**config.mk**
```make
export PLATFORM = sky130hd
export DESIGN_NAME = fwd_hazard_unit
export DESIGN_NICKNAME = d
export VERILOG_FILES = /design/src/rtl/hz_pkg.sv /design/src/rtl/hz_src_match.sv /design/src/rtl/hz_fwd_pick.sv /design/src/rtl/hz_load_use.sv /design/src/rtl/hz_flow_ctrl.sv /design/src/rtl/fwd_hazard_unit.sv
export SDC_FILE = /design/constraint.sdc
export NUM_CORES = 1
export LEC_CHECK = 0
export CAP_MARGIN = 20
export CORE_MARGIN = 3
export CORE_UTILIZATION = 28
export DETAILED_ROUTE_END_ITERATION = 16
export PLACE_DENSITY = 0.81
export RECOVER_POWER = 50
export SETUP_SLACK_MARGIN = 0.3
export SYNTH_ARGS = -nofsm -noshare
export SYNTH_HDL_FRONTEND = slang
export SYNTH_SLANG_ARGS = --single-unit
```
**constraint.sdc**
```tcl
create_clock -name vclk -period 1.8
set_input_delay 0.45 -clock vclk [all_inputs]
set_output_delay 0.45 -clock vclk [all_outputs]
set_load 0.02 [all_outputs]
```
**src/rtl/hz_pkg.sv**
```systemverilog
package hz_pkg;
  typedef enum logic [1:0] {
    FWD_RF  = 2'b00,
    FWD_MEM = 2'b01,
    FWD_WB  = 2'b10
  } fwd_sel_e;
endpackage

```
**src/rtl/hz_src_match.sv**
```systemverilog
// One comparison of a consumer source against one producer stage.
module hz_src_match #(
  parameter int REG_AW = 5
) (
  input  logic [REG_AW-1:0] src,
  input  logic [REG_AW-1:0] dst,
  input  logic              dst_we,
  input  logic              dst_ok,
  output logic              hit
);
  localparam logic [REG_AW-1:0] ZERO_REG = '0;

  always_comb begin
    hit = dst_we && dst_ok && (src != ZERO_REG) && (src == dst);
  end
endmodule

```
**src/rtl/hz_fwd_pick.sv**
```systemverilog
// Priority pick for one operand: the younger producer wins.
module hz_fwd_pick (
  input  logic       hit_mem,
  input  logic       hit_wb,
  output logic [1:0] sel
);
  import hz_pkg::*;

  always_comb begin
    if (hit_mem)     sel = FWD_MEM;
    else if (hit_wb) sel = FWD_WB;
    else             sel = FWD_RF;
  end
endmodule

```
**src/rtl/hz_load_use.sv**
```systemverilog
// Detects a decode instruction that reads the register a load in execute fills.
module hz_load_use #(
  parameter int REG_AW = 5,
  parameter int NSRC   = 2
) (
  input  logic [NSRC-1:0][REG_AW-1:0] rd_src,
  input  logic [REG_AW-1:0]           ld_dst,
  input  logic                        ld_we,
  input  logic                        ld_is_load,
  output logic                        stall_req
);
  logic [NSRC-1:0] src_hit;

  for (genvar s = 0; s < NSRC; s++) begin : g_src
    hz_src_match #(.REG_AW(REG_AW)) u_cmp (
      .src    (rd_src[s]),
      .dst    (ld_dst),
      .dst_we (ld_we),
      .dst_ok (ld_is_load),
      .hit    (src_hit[s])
    );
  end

  always_comb begin
    stall_req = |src_hit;
  end
endmodule

```
**src/rtl/hz_flow_ctrl.sv**
```systemverilog
// Turns the stall request and the redirect into hold, flush and bubble.
module hz_flow_ctrl (
  input  logic stall_req,
  input  logic redirect,
  output logic pc_hold,
  output logic ifid_hold,
  output logic ifid_flush,
  output logic ex_bubble
);
  always_comb begin
    pc_hold    = 1'b0;
    ifid_hold  = 1'b0;
    ifid_flush = 1'b0;
    ex_bubble  = 1'b0;
    if (redirect) begin
      ifid_flush = 1'b1;
      ex_bubble  = 1'b1;
    end else if (stall_req) begin
      pc_hold    = 1'b1;
      ifid_hold  = 1'b1;
      ex_bubble  = 1'b1;
    end
  end
endmodule

```
**src/rtl/fwd_hazard_unit.sv**
```systemverilog
module fwd_hazard_unit #(
  parameter int REG_AW = 5
) (
  input  logic [REG_AW-1:0] id_rs1,
  input  logic [REG_AW-1:0] id_rs2,
  input  logic [REG_AW-1:0] ex_rs1,
  input  logic [REG_AW-1:0] ex_rs2,
  input  logic [REG_AW-1:0] ex_rd,
  input  logic              ex_we,
  input  logic              ex_load,
  input  logic [REG_AW-1:0] mem_rd,
  input  logic              mem_we,
  input  logic              mem_load,
  input  logic [REG_AW-1:0] wb_rd,
  input  logic              wb_we,
  input  logic              redirect,
  output logic [1:0]        fwd_a,
  output logic [1:0]        fwd_b,
  output logic              pc_hold,
  output logic              ifid_hold,
  output logic              ifid_flush,
  output logic              ex_bubble
);
  localparam int NSRC = 2;

  logic [NSRC-1:0][REG_AW-1:0] ex_src;
  logic [NSRC-1:0][REG_AW-1:0] id_src;
  logic [NSRC-1:0][1:0]        sel;
  logic                        stall_req;
  logic                        mem_alu_valid;

  always_comb begin
    ex_src[0]     = ex_rs1;
    ex_src[1]     = ex_rs2;
    id_src[0]     = id_rs1;
    id_src[1]     = id_rs2;
    mem_alu_valid = !mem_load;
  end

  for (genvar s = 0; s < NSRC; s++) begin : g_op
    logic hit_mem;
    logic hit_wb;

    hz_src_match #(.REG_AW(REG_AW)) u_mem (
      .src    (ex_src[s]),
      .dst    (mem_rd),
      .dst_we (mem_we),
      .dst_ok (mem_alu_valid),
      .hit    (hit_mem)
    );

    hz_src_match #(.REG_AW(REG_AW)) u_wb (
      .src    (ex_src[s]),
      .dst    (wb_rd),
      .dst_we (wb_we),
      .dst_ok (1'b1),
      .hit    (hit_wb)
    );

    hz_fwd_pick u_pick (
      .hit_mem (hit_mem),
      .hit_wb  (hit_wb),
      .sel     (sel[s])
    );
  end

  hz_load_use #(.REG_AW(REG_AW), .NSRC(NSRC)) u_lu (
    .rd_src     (id_src),
    .ld_dst     (ex_rd),
    .ld_we      (ex_we),
    .ld_is_load (ex_load),
    .stall_req  (stall_req)
  );

  hz_flow_ctrl u_flow (
    .stall_req  (stall_req),
    .redirect   (redirect),
    .pc_hold    (pc_hold),
    .ifid_hold  (ifid_hold),
    .ifid_flush (ifid_flush),
    .ex_bubble  (ex_bubble)
  );

  always_comb begin
    fwd_a = sel[0];
    fwd_b = sel[1];
  end
endmodule

```
==> Word level (Yosys, flattened, before mapping) <==
Index checks and enable logic that the tools add are counted.
{ "totals": {"input_bits": 41, "register_bits": 0, "wordCells": 34} }
{ "classes": {"eq_ne": 6, "n_reduce_logical": 20, "mux": 8} }
{ "ops": {"columns": ["operator", "count"], "rows": [
  ["== test 5 bit", 6],
  ["nonzero test 5 bit", 4],
  ["logical AND 1 bit", 14],
  ["2-to-1 mux 2 bit", 4],
  ["2-to-1 mux 1 bit", 4],
  ["OR reduction 2 bit", 1],
  ["logical NOT 1 bit", 1]
]} }

==> Longest topological paths before layout <==
{ "logic_depth": {"depth_word": 6, "depth_mapped": 5} }

==> Modules after synthesis <==
A second synthesis with hierarchy kept.
{ "unflattened": {"hier_cells": 71, "hier_area_um2": 544.3} }
{ "modules_own_cells": {"columns": ["mod", "n_inst", "area_per_inst_um2", "cells_per_inst"], "rows": [
  ["hz_src_match", 6, 76.3, 10],
  ["hz_fwd_pick", 2, 21.3, 2],
  ["hz_flow_ctrl", 1, 30.0, 4],
  ["fwd_hazard_unit", 1, 7.5, 2],
  ["hz_load_use", 1, 6.3, 1]
]} }

==> Worst setup path after synthesis <==
OpenSTA, ideal clock, no wires.
{ "synth_timing": {"path_kind": "input to output", "startpoint": "input ex_rs1[0]", "endpoint": "output fwd_a[1]", "path_slack_ps": -322, "arrival_time_ps": 1672, "required_time_ps": 1350, "path_stages": 4, "path_cell_list": "or4_1 -> nor2_2 -> nor3_1 -> nor4_2"} }
{ "synth_between": {"elab_cells_between_ends": 9, "cone_classes": "2 x eq/ne; 2 x mux; 5 x reduce/logical"} }
{ "synth_lines": {"columns": ["item", "line", "text"], "rows": [
  ["start: declaration", "fwd_hazard_unit.sv:6", "input logic [REG_AW-1:0] ex_rs1,"],
  ["nonzero test 5 bit", "hz_src_match.sv:14", "hit = dst_we && dst_ok && (src != ZERO_REG) && (src == dst);"],
  ["logical AND 1 bit", "hz_src_match.sv:14", null],
  ["logical AND 1 bit (*)", "hz_src_match.sv:14", null],
  ["net g_op[0].hit_mem", "fwd_hazard_unit.sv:41", "logic hit_mem;"],
  ["2-to-1 mux 2 bit (*)", "hz_fwd_pick.sv:10", "if (hit_mem) sel = FWD_MEM;"],
  ["end: declaration", "fwd_hazard_unit.sv:17", "output logic [1:0] fwd_a,"]
]} }
Mark *: on every way through the listed nets, which the timed path passes. The rest lies on a longest branch.

==> Worst setup path in the final report <==
{ "layout_timing": {"startpoint": "input ex_rs1[1]", "endpoint": "output fwd_a[1]"} }
{ "layout_between": {"elab_chain_len": 5, "elab_cells_between_ends": 9, "cone_classes": "2 x eq/ne; 2 x mux; 5 x reduce/logical"} }
{ "layout_lines": {"columns": ["item", "line", "text"], "rows": [
  ["nonzero test 5 bit", "hz_src_match.sv:14", null],
  ["logical AND 1 bit (2 in series)", "hz_src_match.sv:14", null],
  ["2-to-1 mux 2 bit", "hz_fwd_pick.sv:11", "else if (hit_wb) sel = FWD_WB;"],
  ["2-to-1 mux 2 bit (*)", "hz_fwd_pick.sv:10", null]
]} }
Mark *: on every way between the ends. The rest lies on a longest branch, timed or not.

==> metrics <==
status finished with violations; failing checks negative setup slack; GRT Overall Usage 20.1%; Critical Path AT 1.67 ns; PnR worst setup slack -0.324 ns; M1 WL 887 um; Synth area leaders xnor2_1 34%, xor2_1 13%, nor4_2 7.7%, nand4_1 6.4%, buf_4 6.2%; final-report setup violation count 7; TritonRoute pass-1 iters 2; Setup Total Neg Slack -1.31 ns; Fin. Hold Viols 0; chip height around 48 um; Max-Cap Viols 0; WP data required between 1 and 1.5 ns; die area between 2000 and 2500 sq um; dpl cells roughly 140; Worst Tran Pin Value approximately 0.32 ns; Max Used Layer met4; Routed Antenna Nets 0; CP Launch Type primary input; mapped cell area around 490 sq um; first-pass GRT wire length ~3300 um; clock buffers 0; DRC errors left 0; vias in the first global route just over 800; endpoint type of the worst setup path output pin; unrepaired setup endpoints after global routing yes; WL met2 between 1000 and 1500 um; period utilisation layout 118%; Non-Filler Instances roughly 150; Reg area 0 sq um; Fill cells 94; post-route cell area roughly 1300 sq um; dpl hpwl 1690 um; Seq/Total Area, Yosys 0%; Synth warnings 0; I/O pins 49; footprint of the multi-input gates roughly 630 sq um; Iter 0 DRT Violations 1; critical path class primary input to output pin; crit path capture fwd_a[1]; PortBufs 49; drt total wl ~2300 um; n_diodes 0; Post-synth top cells 19 x xnor2_1, 7 x xor2_1, 6 x nand2_1; max-slew violations 0; Cell variety after synth 21; aggregate global routing overflow 0; site row count 14; FFs & Latches 0; Synthesized Nets ~110; Final Critical Period between 2 and 2.5 ns; initial antenna violation count 0; P&R area growth vs syn 165%; total power 279 uW; worst vdd ir between 100 and 150 uV; vias 746; CP startpoint ex_rs1[1]; Via density slightly above 5; Pwr Density about 220 nW/um^2; layout cell share with drive strength beyond 1 between 60 and 70%; Crit Path Max Fanout 2; Final nets 174; HP Class primary input to output pin; Die X 47.7 um; FMAX about 0.47 GHz; Leak roughly 0.00055 uW; RD Place Congestion between 0.8 and 0.9; Synth area leader xnor2_1; initial core utilization 30.9%; top-count cell post-synth xnor2_1; largest net degree at the start of global routing 5; WL per Instance between 15 and 20 um; Synth top area share 34.2%; Max-slew headroom between 70% and 80%; DR WL met3 roughly 210 um; synthesized instance count between 60 and 70; core area ~1600 sq um; placed instance area about 1100 sq um; Avg Cell Area, Syn between 7 and 8 sq um
power by group:
group          internal [uW]  total [uW]  switching, uW
combinational            163         279            116
clock                      0           0              0
sequential                 0           0              0
total                    163         279            116
through the flow:
stage	setup slack (ns)	hold slack, ns	util [%]
2_1_floorplan	-0.196	0.931	-
6_report	-0.324	1.34	81.7
5_1_grt	-0.335	1.38	81.7
4_1_cts	-0.392	1.34	78.6
3_5_place_dp	-1.11	1.94	71.5
3_3_place_gp	-1.08	1.93	71.5
worst max-delay path, stage by stage:
cell and delay [ns]:
buf_6 0.10, or4_4 0.53, nor2_4 0.16, nor3_4 0.07, nor4_4 0.19, buf_4 0.17
cell usage in the layout (no fill, tap or decap), types with 2 or more instances in the layout:
cell	count
buf_6	23
xor2_1	6
or4_4	2
buf_4	19
clkbuf_2	3
xnor2_1	14
nor2_4	2
clkdlybuf4s15_2	2
nand4_1	5
inv_2	2
nor4_4	5
dlygate4sd2_1	6
clkdlybuf4s15_1	2
or2_4	2
nand2_2	2
o21ai_2	2
clkdlybuf4s50_1	5
buf_2	7
xnor2_2	5
nand2_1	4
worst min-delay path by stage:
stage / start / end / slack (ns) / depth (start not counted)
final: redirect / pc_hold / 1.34 / 3
after global routing: redirect / ifid_hold / 1.38 / 3
after CTS: redirect / ifid_flush / 1.34 / 2
after detailed placement: redirect / ifid_flush / 1.94 / 2
after global placement: redirect / ifid_flush / 1.93 / 2
after floorplan: redirect / ifid_hold / 0.93 / 1
layer usage:
| layer | vias to the layer above | GRT usage [%] |
|---|---|---|
| li1 | 363 | - |
| met1 | 336 | 21.2 |
| met2 | 45 | 40.6 |
| met3 | 2 | 3.01 |
| met4 | 0 | 4.30 |
| met5 | - | 0 |
logic make-up after synthesis:
group | Yosys count | synth area share, %
compound gates | 5 | 6.94
xor+xnor | 26 | 46.8
buf+inv | 6 | 7.71
simple gates | 28 | 38.6
timing repair:
item,CTS,global route
setup buffers,4,2
endpoints found under the setup margin,8,7
cloned,0,0
resized for setup,189,19
pin swaps,32,18
hold buffers,0,0
cell type report:
| cell class | instances | share of cell area (%) |
|---|---|---|
| Multi-Input combinational cell | 59 | 49.1 |
| Timing Repair Buffer | 70 | 48.8 |
| Inverter | 2 | 0.583 |
| Tap cell | 16 | 1.55 |
(Power assumes the default switching activity.)
